**src/rtl/ddr_init_pkg.sv**
```systemverilog
package ddr_init_pkg;

  // {cs_n, ras_n, cas_n, we_n}
  typedef enum logic [3:0] {
    CMD_LMR   = 4'b0000,
    CMD_REF   = 4'b0001,
    CMD_PRE   = 4'b0010,
    CMD_NOP   = 4'b0111,
    CMD_DESEL = 4'b1111
  } ddr_cmd_e;

  typedef enum logic [3:0] {
    ST_POWER,
    ST_WAKE,
    ST_PRE_A,
    ST_EXT_LD,
    ST_DLL_RST,
    ST_PRE_B,
    ST_REF_A,
    ST_REF_B,
    ST_MODE_LD,
    ST_GAP,
    ST_READY
  } init_state_e;

  function automatic int unsigned max2(int unsigned a, int unsigned b);
    return (a > b) ? a : b;
  endfunction

endpackage

```
**src/rtl/ddr_init_delay.sv**
```systemverilog
module ddr_init_delay #(
  parameter int unsigned CNT_W   = 16,
  parameter int unsigned RST_VAL = 1
) (
  input  logic             clk,
  input  logic             rst_n,
  input  logic             load,
  input  logic [CNT_W-1:0] load_val,
  output logic             zero
);

  logic [CNT_W-1:0] cnt_q, cnt_d;

  always_comb begin
    cnt_d = cnt_q;
    if (load)
      cnt_d = load_val;
    else if (cnt_q != '0)
      cnt_d = cnt_q - 1'b1;
  end

  always_ff @(posedge clk or negedge rst_n) begin
    if (!rst_n)
      cnt_q <= CNT_W'(RST_VAL);
    else
      cnt_q <= cnt_d;
  end

  assign zero = (cnt_q == '0);

  AST_ZERO_HOLDS: assert property (@(posedge clk) disable iff (!rst_n)
    (zero && !load) |=> zero);

endmodule

```
**src/rtl/ddr_init_lock.sv**
```systemverilog
module ddr_init_lock #(
  parameter int unsigned LOCK_CYC = 200,
  localparam int unsigned LW      = $clog2(LOCK_CYC + 1)
) (
  input  logic clk,
  input  logic rst_n,
  input  logic start,
  output logic read_ok
);

  logic [LW-1:0] cnt_q, cnt_d;
  logic          run_q, run_d;
  logic          ok_q, ok_d;

  always_comb begin
    cnt_d = cnt_q;
    run_d = run_q;
    ok_d  = ok_q;
    if (start) begin
      cnt_d = LW'(LOCK_CYC - 1);
      run_d = 1'b1;
    end else if (run_q) begin
      if (cnt_q == '0) begin
        ok_d  = 1'b1;
        run_d = 1'b0;
      end else begin
        cnt_d = cnt_q - 1'b1;
      end
    end
  end

  always_ff @(posedge clk or negedge rst_n) begin
    if (!rst_n) begin
      cnt_q <= '0;
      run_q <= 1'b0;
      ok_q  <= 1'b0;
    end else begin
      cnt_q <= cnt_d;
      run_q <= run_d;
      ok_q  <= ok_d;
    end
  end

  assign read_ok = ok_q;

  AST_READ_OK_STICKY: assert property (@(posedge clk) disable iff (!rst_n)
    read_ok |=> read_ok);
  AST_READ_OK_AFTER_RUN: assert property (@(posedge clk) disable iff (!rst_n)
    $rose(read_ok) |-> $past(run_q));

endmodule

```
**src/rtl/ddr_init_cmdreg.sv**
```systemverilog
module ddr_init_cmdreg
  import ddr_init_pkg::*;
#(
  parameter int unsigned BA_W   = 2,
  parameter int unsigned ADDR_W = 13
) (
  input  logic              clk,
  input  logic              rst_n,
  input  logic              cke_d,
  input  ddr_cmd_e          cmd_d,
  input  logic [BA_W-1:0]   ba_d,
  input  logic [ADDR_W-1:0] addr_d,
  input  logic              done_d,
  output logic              cke,
  output logic              cs_n,
  output logic              ras_n,
  output logic              cas_n,
  output logic              we_n,
  output logic [BA_W-1:0]   ba,
  output logic [ADDR_W-1:0] addr,
  output logic              done
);

  logic              cke_q;
  ddr_cmd_e          cmd_q;
  logic [BA_W-1:0]   ba_q;
  logic [ADDR_W-1:0] addr_q;
  logic              done_q;

  always_ff @(posedge clk or negedge rst_n) begin
    if (!rst_n) begin
      cke_q  <= 1'b0;
      cmd_q  <= CMD_DESEL;
      ba_q   <= '0;
      addr_q <= '0;
      done_q <= 1'b0;
    end else begin
      cke_q  <= cke_d;
      cmd_q  <= cmd_d;
      ba_q   <= ba_d;
      addr_q <= addr_d;
      done_q <= done_d;
    end
  end

  assign cke  = cke_q;
  assign {cs_n, ras_n, cas_n, we_n} = cmd_q;
  assign ba   = ba_q;
  assign addr = addr_q;
  assign done = done_q;

  AST_CKE_STAYS_HIGH: assert property (@(posedge clk) disable iff (!rst_n)
    cke_q |=> cke_q);
  AST_DESEL_WHILE_CKE_LOW: assert property (@(posedge clk) disable iff (!rst_n)
    !cke_q |-> (cmd_q == CMD_DESEL));
  AST_DONE_STICKY: assert property (@(posedge clk) disable iff (!rst_n)
    done_q |=> done_q);
  AST_DONE_QUIET: assert property (@(posedge clk) disable iff (!rst_n)
    done_q |-> (cmd_q == CMD_NOP) && cke_q);

endmodule

```
**src/rtl/ddr_init_seq.sv**
```systemverilog
module ddr_init_seq
  import ddr_init_pkg::*;
#(
  parameter int unsigned BA_W         = 2,
  parameter int unsigned ADDR_W       = 13,
  parameter int unsigned PWRUP_CYC    = 20000,
  parameter int unsigned T_MRD        = 2,
  parameter int unsigned T_RP         = 3,
  parameter int unsigned T_RFC        = 8,
  parameter int unsigned DLL_LOCK_CYC = 200,
  parameter logic [2:0]  BL_CODE      = 3'b010,
  parameter logic        BURST_TYPE   = 1'b0,
  parameter logic [2:0]  CL_CODE      = 3'b010,
  parameter logic [ADDR_W-1:0] EXT_MODE = '0
) (
  input  logic              clk,
  input  logic              rst_n,
  output logic              cke,
  output logic              cs_n,
  output logic              ras_n,
  output logic              cas_n,
  output logic              we_n,
  output logic [BA_W-1:0]   ba,
  output logic [ADDR_W-1:0] addr,
  output logic              init_done,
  output logic              read_ok
);

  localparam int unsigned MAX_T = max2(max2(PWRUP_CYC, T_MRD), max2(T_RP, T_RFC));
  localparam int unsigned CNT_W = $clog2(MAX_T + 1);
  localparam logic [CNT_W-1:0] LD_MRD = CNT_W'(T_MRD - 2);
  localparam logic [CNT_W-1:0] LD_RP  = CNT_W'(T_RP - 2);
  localparam logic [CNT_W-1:0] LD_RFC = CNT_W'(T_RFC - 2);

  // reset: asynchronous assert, synchronous release
  logic [1:0] rst_sync_q;
  logic       rst_int_n;

  always_ff @(posedge clk or negedge rst_n) begin
    if (!rst_n)
      rst_sync_q <= 2'b00;
    else
      rst_sync_q <= {rst_sync_q[0], 1'b1};
  end
  assign rst_int_n = rst_sync_q[1];

  // mode words
  logic [ADDR_W-1:0] base_word, ext_word;
  always_comb begin
    base_word      = '0;
    base_word[2:0] = BL_CODE;
    base_word[3]   = BURST_TYPE;
    base_word[6:4] = CL_CODE;
    ext_word       = EXT_MODE;
    ext_word[0]    = 1'b0;      // DLL enable
  end

  init_state_e       state_q, state_d, ret_q, ret_d;
  logic              ld;
  logic [CNT_W-1:0]  ld_val;
  logic              gap_zero;
  logic              cke_d;
  ddr_cmd_e          cmd_d;
  logic [BA_W-1:0]   ba_d;
  logic [ADDR_W-1:0] addr_d;
  logic              lock_start;

  always_comb begin
    state_d = state_q;
    ret_d   = ret_q;
    ld      = 1'b0;
    ld_val  = '0;
    cke_d   = 1'b1;
    cmd_d   = CMD_NOP;
    ba_d    = '0;
    addr_d  = '0;
    unique case (state_q)
      ST_POWER: begin
        cke_d = 1'b0;
        cmd_d = CMD_DESEL;
        if (gap_zero) state_d = ST_WAKE;
      end
      ST_WAKE: state_d = ST_PRE_A;
      ST_PRE_A: begin
        cmd_d = CMD_PRE; addr_d[10] = 1'b1;
        ld = 1'b1; ld_val = LD_RP; ret_d = ST_EXT_LD; state_d = ST_GAP;
      end
      ST_EXT_LD: begin
        cmd_d = CMD_LMR; ba_d = BA_W'(1); addr_d = ext_word;
        ld = 1'b1; ld_val = LD_MRD; ret_d = ST_DLL_RST; state_d = ST_GAP;
      end
      ST_DLL_RST: begin
        cmd_d = CMD_LMR; addr_d = base_word; addr_d[8] = 1'b1;
        ld = 1'b1; ld_val = LD_MRD; ret_d = ST_PRE_B; state_d = ST_GAP;
      end
      ST_PRE_B: begin
        cmd_d = CMD_PRE; addr_d[10] = 1'b1;
        ld = 1'b1; ld_val = LD_RP; ret_d = ST_REF_A; state_d = ST_GAP;
      end
      ST_REF_A: begin
        cmd_d = CMD_REF;
        ld = 1'b1; ld_val = LD_RFC; ret_d = ST_REF_B; state_d = ST_GAP;
      end
      ST_REF_B: begin
        cmd_d = CMD_REF;
        ld = 1'b1; ld_val = LD_RFC; ret_d = ST_MODE_LD; state_d = ST_GAP;
      end
      ST_MODE_LD: begin
        cmd_d = CMD_LMR; addr_d = base_word;
        ld = 1'b1; ld_val = LD_MRD; ret_d = ST_READY; state_d = ST_GAP;
      end
      ST_GAP:   if (gap_zero) state_d = ret_q;
      ST_READY: ;
      default:  state_d = ST_POWER;
    endcase
  end

  always_ff @(posedge clk or negedge rst_int_n) begin
    if (!rst_int_n) begin
      state_q <= ST_POWER;
      ret_q   <= ST_POWER;
    end else begin
      state_q <= state_d;
      ret_q   <= ret_d;
    end
  end

  assign lock_start = (state_q == ST_DLL_RST);

  ddr_init_delay #(.CNT_W(CNT_W), .RST_VAL(PWRUP_CYC - 1)) u_delay (
    .clk(clk), .rst_n(rst_int_n), .load(ld), .load_val(ld_val), .zero(gap_zero)
  );

  ddr_init_lock #(.LOCK_CYC(DLL_LOCK_CYC)) u_lock (
    .clk(clk), .rst_n(rst_int_n), .start(lock_start), .read_ok(read_ok)
  );

  ddr_init_cmdreg #(.BA_W(BA_W), .ADDR_W(ADDR_W)) u_cmd (
    .clk(clk), .rst_n(rst_int_n),
    .cke_d(cke_d), .cmd_d(cmd_d), .ba_d(ba_d), .addr_d(addr_d),
    .done_d(state_q == ST_READY),
    .cke(cke), .cs_n(cs_n), .ras_n(ras_n), .cas_n(cas_n), .we_n(we_n),
    .ba(ba), .addr(addr), .done(init_done)
  );

  AST_GAP_RETURNS_TO_CMD: assert property (@(posedge clk) disable iff (!rst_int_n)
    (state_q == ST_GAP && gap_zero) |=> (state_q != ST_GAP));
  AST_LOCK_STARTS_ONCE: assert property (@(posedge clk) disable iff (!rst_int_n)
    lock_start |=> !lock_start);

endmodule

```
**config.mk**
```make
export PLATFORM = sky130hd
export DESIGN_NAME = ddr_init_seq
export DESIGN_NICKNAME = d
export VERILOG_FILES = /design/src/rtl/ddr_init_pkg.sv /design/src/rtl/ddr_init_delay.sv /design/src/rtl/ddr_init_lock.sv /design/src/rtl/ddr_init_cmdreg.sv /design/src/rtl/ddr_init_seq.sv
export SDC_FILE = /design/constraint.sdc
export NUM_CORES = 1
export LEC_CHECK = 0
export CAP_MARGIN = 20
export CORE_MARGIN = 5
export CORE_UTILIZATION = 45
export CTS_BUF_LIST = sky130_fd_sc_hd__clkbuf_4 sky130_fd_sc_hd__clkbuf_8
export CTS_CLUSTER_DIAMETER = 40
export DETAILED_ROUTE_END_ITERATION = 16
export GPL_TIMING_DRIVEN = 0
export PLACE_DENSITY = 0.68
export SETUP_SLACK_MARGIN = 0.05
export SYNTH_ARGS = -nofsm -noshare
export SYNTH_HDL_FRONTEND = slang
export SYNTH_SLANG_ARGS = --single-unit
export TNS_END_PERCENT = 30
```
**constraint.sdc**
```tcl
create_clock -name clk -period 1.6 [get_ports clk]
set_input_delay 0.16 -clock clk [delete_from_list [all_inputs] [get_ports clk]]
set_output_delay 0.16 -clock clk [all_outputs]
set_load 0.03 [all_outputs]
```
After elaboration in Yosys (flattened, before gate mapping):

Index checks and enable logic that the tools add are counted.

* register bits: 53
* input port bits: 2
* output and inout port bits: 22
* logic and storage cells: 62

* $add $sub $neg: 2
* equality and inequality tests: 13
* multiplexer cells: 19
* bitwise gates (word level): 2
* reduce and logical (&&, ||, !) cells: 14

Operators by type and width (count)
* 2-to-1 mux 15 bit: 2
* case mux 4 bit (7 select lines): 1
* 2-to-1 mux 8 bit: 3
* case mux 4 bit (5 select lines): 1
* case mux 9 bit (2 select lines): 1
* == test 4 x 3 -> 1 bit (second input constant): 4
* case mux 4 bit (4 select lines): 1
* zero test 15 bit: 1
* nonzero test 15 bit: 1
* subtractor 15 x 1 -> 15 bit (second input constant): 1
* == test 4 bit (second input constant): 3
* == test 4 x 2 -> 1 bit (second input constant): 2
* zero test 8 bit: 1
* 2-to-1 mux 4 bit: 2
* subtractor 8 x 1 -> 8 bit (second input constant): 1
* 2-to-1 mux 1 bit: 7
* nonzero test 7 bit: 1
* OR reduction 7 bit: 1
* inequality test 2 bit (second input constant): 3
* case mux 3 bit (2 select lines): 1
* AND reduction 3 bit: 2
* == test 4 x 1 -> 1 bit (second input constant): 1
* zero test 4 bit: 1
* nonzero test 2 bit: 2
* other kinds (4): 6

Depth between registers and ports, before layout:

* depth after elaboration: 4
* depth in mapped cells: 7
* gate-level depth less buffers: 6

Modules after synthesis:

From an unflattened synthesis, not the netlist that was laid out.

* cells, all modules: 221
* area, all modules: 2543.7 µm²

Modules (own cells, without submodules)
* ddr_init_delay: instances 1, cells each 79, area an instance 840.8 µm², seq. area each 386.6 µm²
* ddr_init_seq: instances 1, cells each 70, area an instance 641.9 µm², seq. area each 250.2 µm²
* ddr_init_cmdreg: instances 1, cells each 21, area an instance 530.5 µm², seq. area each 530.5 µm²
* ddr_init_lock: instances 1, cells each 51, area an instance 530.5 µm², seq. area each 250.2 µm²

Worst setup path after synthesis:

No wires, ideal clock.

* path type: reg2reg
* from: register u_delay.cnt_q[0]
* to: register u_delay.cnt_q[7]
* library setup time: 78 ps
* arrival time: 1741 ps
* required time: 1522 ps
* setup slack: -219 ps
* cell stages (with the launch flop): 7
* buffers on the path: 0
* clock period less this slack: 1819 ps
* cell sequence: dfstp_2 > inv_1 > ha_1 > and2b_1 > and4_1 > or4_1 > a21oi_1

* cells in the longest elaborated chain, start to end: 3
* elaborated cells on any way between the ends: 5
* those cells by class: add/sub (1); mux (2); reduce/logical (2)

RTL lines
* start: declaration: RTL line ddr_init_delay.sv:12 `logic [CNT_W-1:0] cnt_q, cnt_d;`
* start signal: assignment: RTL line ddr_init_delay.sv:24 `cnt_q <= CNT_W'(RST_VAL);`
* start signal: assignment: RTL line ddr_init_delay.sv:26 `cnt_q <= cnt_d;`
* subtractor 15 x 1 -> 15 bit: RTL line ddr_init_delay.sv:19 `cnt_d = cnt_q - 1'b1;`
* 2-to-1 mux 15 bit: RTL line ddr_init_delay.sv:18 `else if (cnt_q != '0)`
* 2-to-1 mux 15 bit: RTL line ddr_init_delay.sv:16 `if (load)`

Several ways; a longest one is shown, not always the timed one. The select of a mux whose other input is x is not followed.
A chain may end at the register's enable or synchronous reset.

Worst setup path in the final report:

Same ends and word-level chain as after synthesis.

==> summary.md <==
| Metric | Value |
|---|---|
| Status | finished with violations |
| Failing checks | setup timing |
| Syn Inst Count | 235 |
| Hold WC Path Type | in2async |
| GPL Wtd Cong | between 0.8 and 0.9 |
| Largest family of logic cells by synthesized area | simple AND/OR/NAND/NOR gates |
| DRT Wirelength | around 5.3 mm |
| Syn_area_per_cell | 9.72 sq um |
| R2R setup slack | -0.21 ns |
| Simple-gate share of the synthesized area | between 20 and 25% |
| Yosys cell types | 47 |
| Setup WS post-layout | -0.214 ns |
| DRT antenna net count | 0 |
| DRC | 0 |
| Io pins | 24 |
| Ant. Diodes | 0 |
| Switching fraction of total power | 20.9% |
| First-pass GRT wire length | around 8.5 mm |
| Post-Syn Area | roughly 2300 sq um |
| Fmax | between 0.5 and 0.6 GHz |
| Mux contribution to synthesized area | approximately 1.3% |
| WL per Instance | ~15 microns |
| Drt via density | roughly 5.3 |
| Num CTS Buffers | 5 |
| Port buffer count | 13 |
| CTS H-Tree Depth | 2 |
| Die area | 6600 sq um |
| Int Power | about 1.6 mW |
| # clock sinks | 45 |
| P&R area growth vs syn | 33.9% |
| Final nets | roughly 290 |
| P_sw | between 0.4 and 0.5 mW |
| Peak VDD IR | approximately 0.43 mV |
| Arrival time worst endpoint | between 2 and 2.5 ns |
| Final setup fails | 20 |
| Unrepaired setup endpoints after global routing | true |
| Area share of xor/xnor cells in the synthesized design | 3.07% |
| Tcrit/Tclk final | 113% |
| Clk pwr share | 41.3% |
| Reg power frac | 55.1% |
| Hpwl dp | around 3.2 mm |
| Slowest stage delay, CP | about 0.58 ns |
| Drt initial violations | 140 |
| Final Util | approximately 61% |
| Pwr Density | a little under 700 nW/um^2 |
| # fillers | about 450 |
| Setup crit end kind | register |
| Post-layout minimum cycle time | ~1.8 ns |
| Chip width | roughly 80 microns |
| GRT Total Usage | 16.6% |
| Ys Warns | 0 |
| CTS clk-pin slew, worst paths | about 0.090 ns |
| CTS tree | done |
| Crit start category | register |
| Root Buffer Master | clkbuf_8 |
| Combinational fraction of design power | under 10% |
| Clock Path Buffers | 2 |
| Slowest CP cell | dfstp_2 |
| Pleak | ~1.4 nW |
| Final Hold Fails | 0 |
| # rows | 26 |
| Overall Power | 2.08 mW |
| Core area | approximately 5000 sq um |
| CP cell instances | inv_2 > ha_4 > and2b_2 > and4_4 > or4_4 > a21oi_2 |
| Part of the Yosys area used for sequential elements | around 50% |
| Largest net degree at the start of global routing | 38 |
| CP required | 1.83 ns |
| Max_cap viols | 0 |
| Gr ovfl total | 0 |
| Synth Register Bits | 45 |
| Adder-cell share of the synthesized area | between 1.5 and 2% |
| Drt first pass iters | 4 |
| Worst clock skew | 0.00658 ns |
| Hold WS | about 0.011 ns |
| Starting Density | a little under half |
| Crit-path max FO | 4 |
| Synth Area in Compound Gates | about an eighth |
| Antenna violations before repair | 0 |
| Via count | between 1500 and 2000 |
| Max Slew Vio Count | 0 |
| Die Ht | 81.2 microns |
| Share of cells above drive strength 1 | between 30% and 40% |
| Critical path class | reg2reg |
| Number of global-route vias before repair | 1845 |
| Clk_lat worst skew | ~0.3 ns |
-- cell type report --
class                   count  area [sq um]  area share (%)
clock buffers               6          76.3            2.50
flip-flops and latches     45          1150            37.5
plain buffers              18           126            4.13
repair buffers             37           342            11.2
inverters                   9          33.8            1.10
well taps                  70          87.6            2.86
clock inverters             2          35.0            1.15
multi-input cells         172          1210            39.6
-- layout by cell type (no fill, tap or decap), types with 4 or more instances in the layout --
master / n
nand3_1: 5
dfrtp_1: 29
nand2b_1: 7
nand2_1: 19
clkdlybuf4s50_1: 8
dlygate4sd2_1: 4
buf_4: 29
clkbuf_8: 5
nor2_1: 18
o211ai_1: 6
buf_6: 7
inv_1: 4
xor2_1: 7
or4_4: 5
conb_1: 11
a21oi_1: 13
inv_2: 5
o21ai_0: 6
or3_1: 8
dfstp_2: 13
-- power by group through the flow --
stage	clock, mW	combinational (mW)	sequential [mW]
after floorplan	0	0.0496	1.18
after global placement	0	0.0526	1.18
after detailed placement	0	0.0767	1.17
after CTS	0.883	0.0768	1.15
after global routing	0.928	0.0836	1.15
final	0.859	0.0757	1.15
-- worst max-delay path, delay by kind of cell (launching register included) --
kind | cells | cell delay (ns)
compound gates | 1 | 0.12
fa+ha+maj | 1 | 0.16
buf+inv | 1 | 0.06
flops | 1 | 0.58
simple gates | 3 | 0.84
-- state kept, by name (all words and copies together), names as in the netlist, 2 cells and up --
| signal | cells |
|---|---|
| ret_q | 4 |
| u_cmd.cmd_q | 4 |
| u_cmd.addr | 3 |
| state_q | 4 |
| u_delay.cnt_q | 15 |
| u_lock.cnt_q | 8 |
| rst_sync_q | 2 |
-- cell usage after synthesis, drive strengths merged --
cell type | count | share of area, %
nand2b | 7 | 1.9
nor2 | 20 | 3.3
and3 | 3 | 0.82
a21oi | 16 | 3.5
dfstp | 13 | 15
and4 | 3 | 1.2
a21boi | 1 | 0.33
mux2i | 3 | 1.3
o221ai | 1 | 0.38
nand2 | 21 | 3.5
nor4b | 4 | 1.5
clkbuf | 6 | 1.0
a32oi | 1 | 0.38
dfrtp | 32 | 35
a22oi | 1 | 0.33
xor2 | 7 | 2.7
a21o | 1 | 0.33
xnor2 | 1 | 0.38
inv | 8 | 1.3
o311ai | 1 | 0.38
o21ai | 9 | 2.1
a211o | 1 | 0.38
or4b | 1 | 0.44
buf | 12 | 3.8
nand4b | 2 | 0.77
ha | 3 | 1.6
o31ai | 3 | 0.99
nor4 | 4 | 1.1
or3 | 8 | 2.2
nand3 | 6 | 1.3
o211ai | 6 | 2.0
nand4 | 3 | 0.82
or4 | 5 | 1.6
nor2b | 3 | 0.82
nor3b | 2 | 0.66
o21bai | 1 | 0.33
and2b | 1 | 0.33
o22ai | 2 | 0.55
o31a | 1 | 0.38
nor3 | 8 | 2.2
o311a | 1 | 0.44
conb | 2 | 0.33
clkinv | 1 | 0.16
-- worst paths after layout --
path                                            endpoint  cells after the start                         start
min reg2reg                      u_cmd.addr[8]$_DFF_PN0_                      0       rst_sync_q[1]$_DFF_PN0_
min in group clk                 rst_sync_q[1]$_DFF_PN0_                      0       rst_sync_q[0]$_DFF_PN0_
max                         u_delay.cnt_q[7]$_DFFE_PN0P_                      6  u_delay.cnt_q[0]$_DFFE_PN1P_
max reg2reg                 u_delay.cnt_q[7]$_DFFE_PN0P_                      6  u_delay.cnt_q[0]$_DFFE_PN1P_
max in group asynchronous  u_delay.cnt_q[14]$_DFFE_PN1P_                      1       rst_sync_q[1]$_DFF_PN0_
min                              rst_sync_q[0]$_DFF_PN0_                      1                         rst_n
-- per-layer routing --
layer	global-route usage, %	wire length (microns)
met5	0	0
met4	5.41	72
met3	2.99	189
met2	28.4	2700
met1	21.2	2330
-- cell families (layout without fill, tap and decap cells) --
family / Yosys count / in the layout
flops: 45 / 45
simple gates: 101 / 101
xor+xnor: 8 / 8
fa+ha+maj: 3 / 3
mux: 3 / 3
other cells: 2 / 11
compound gates: 46 / 46
buf+inv: 27 / 72
-- what timing repair did --
item	in CTS	in global routing
pin swaps	21	15
gates resized for setup	23	36
buffers inserted	17	6
hold buffers	0	0
endpoints found under the setup margin	34	31
-- stage by stage --
stage               TNS, ns  instance area [sq um]  std cells  setup WS, ns
detailed placement    -3.55                   2580        328        -0.336
global route          -4.33                   3060        359        -0.293
finish                -2.14                   3060        359        -0.214
floorplan            -0.439                   2340        244       -0.0942
global placement     -10.77                   2560        327        -0.327
CTS                   -2.15                   2890        353        -0.186
Power figures use the tool's default switching activity.
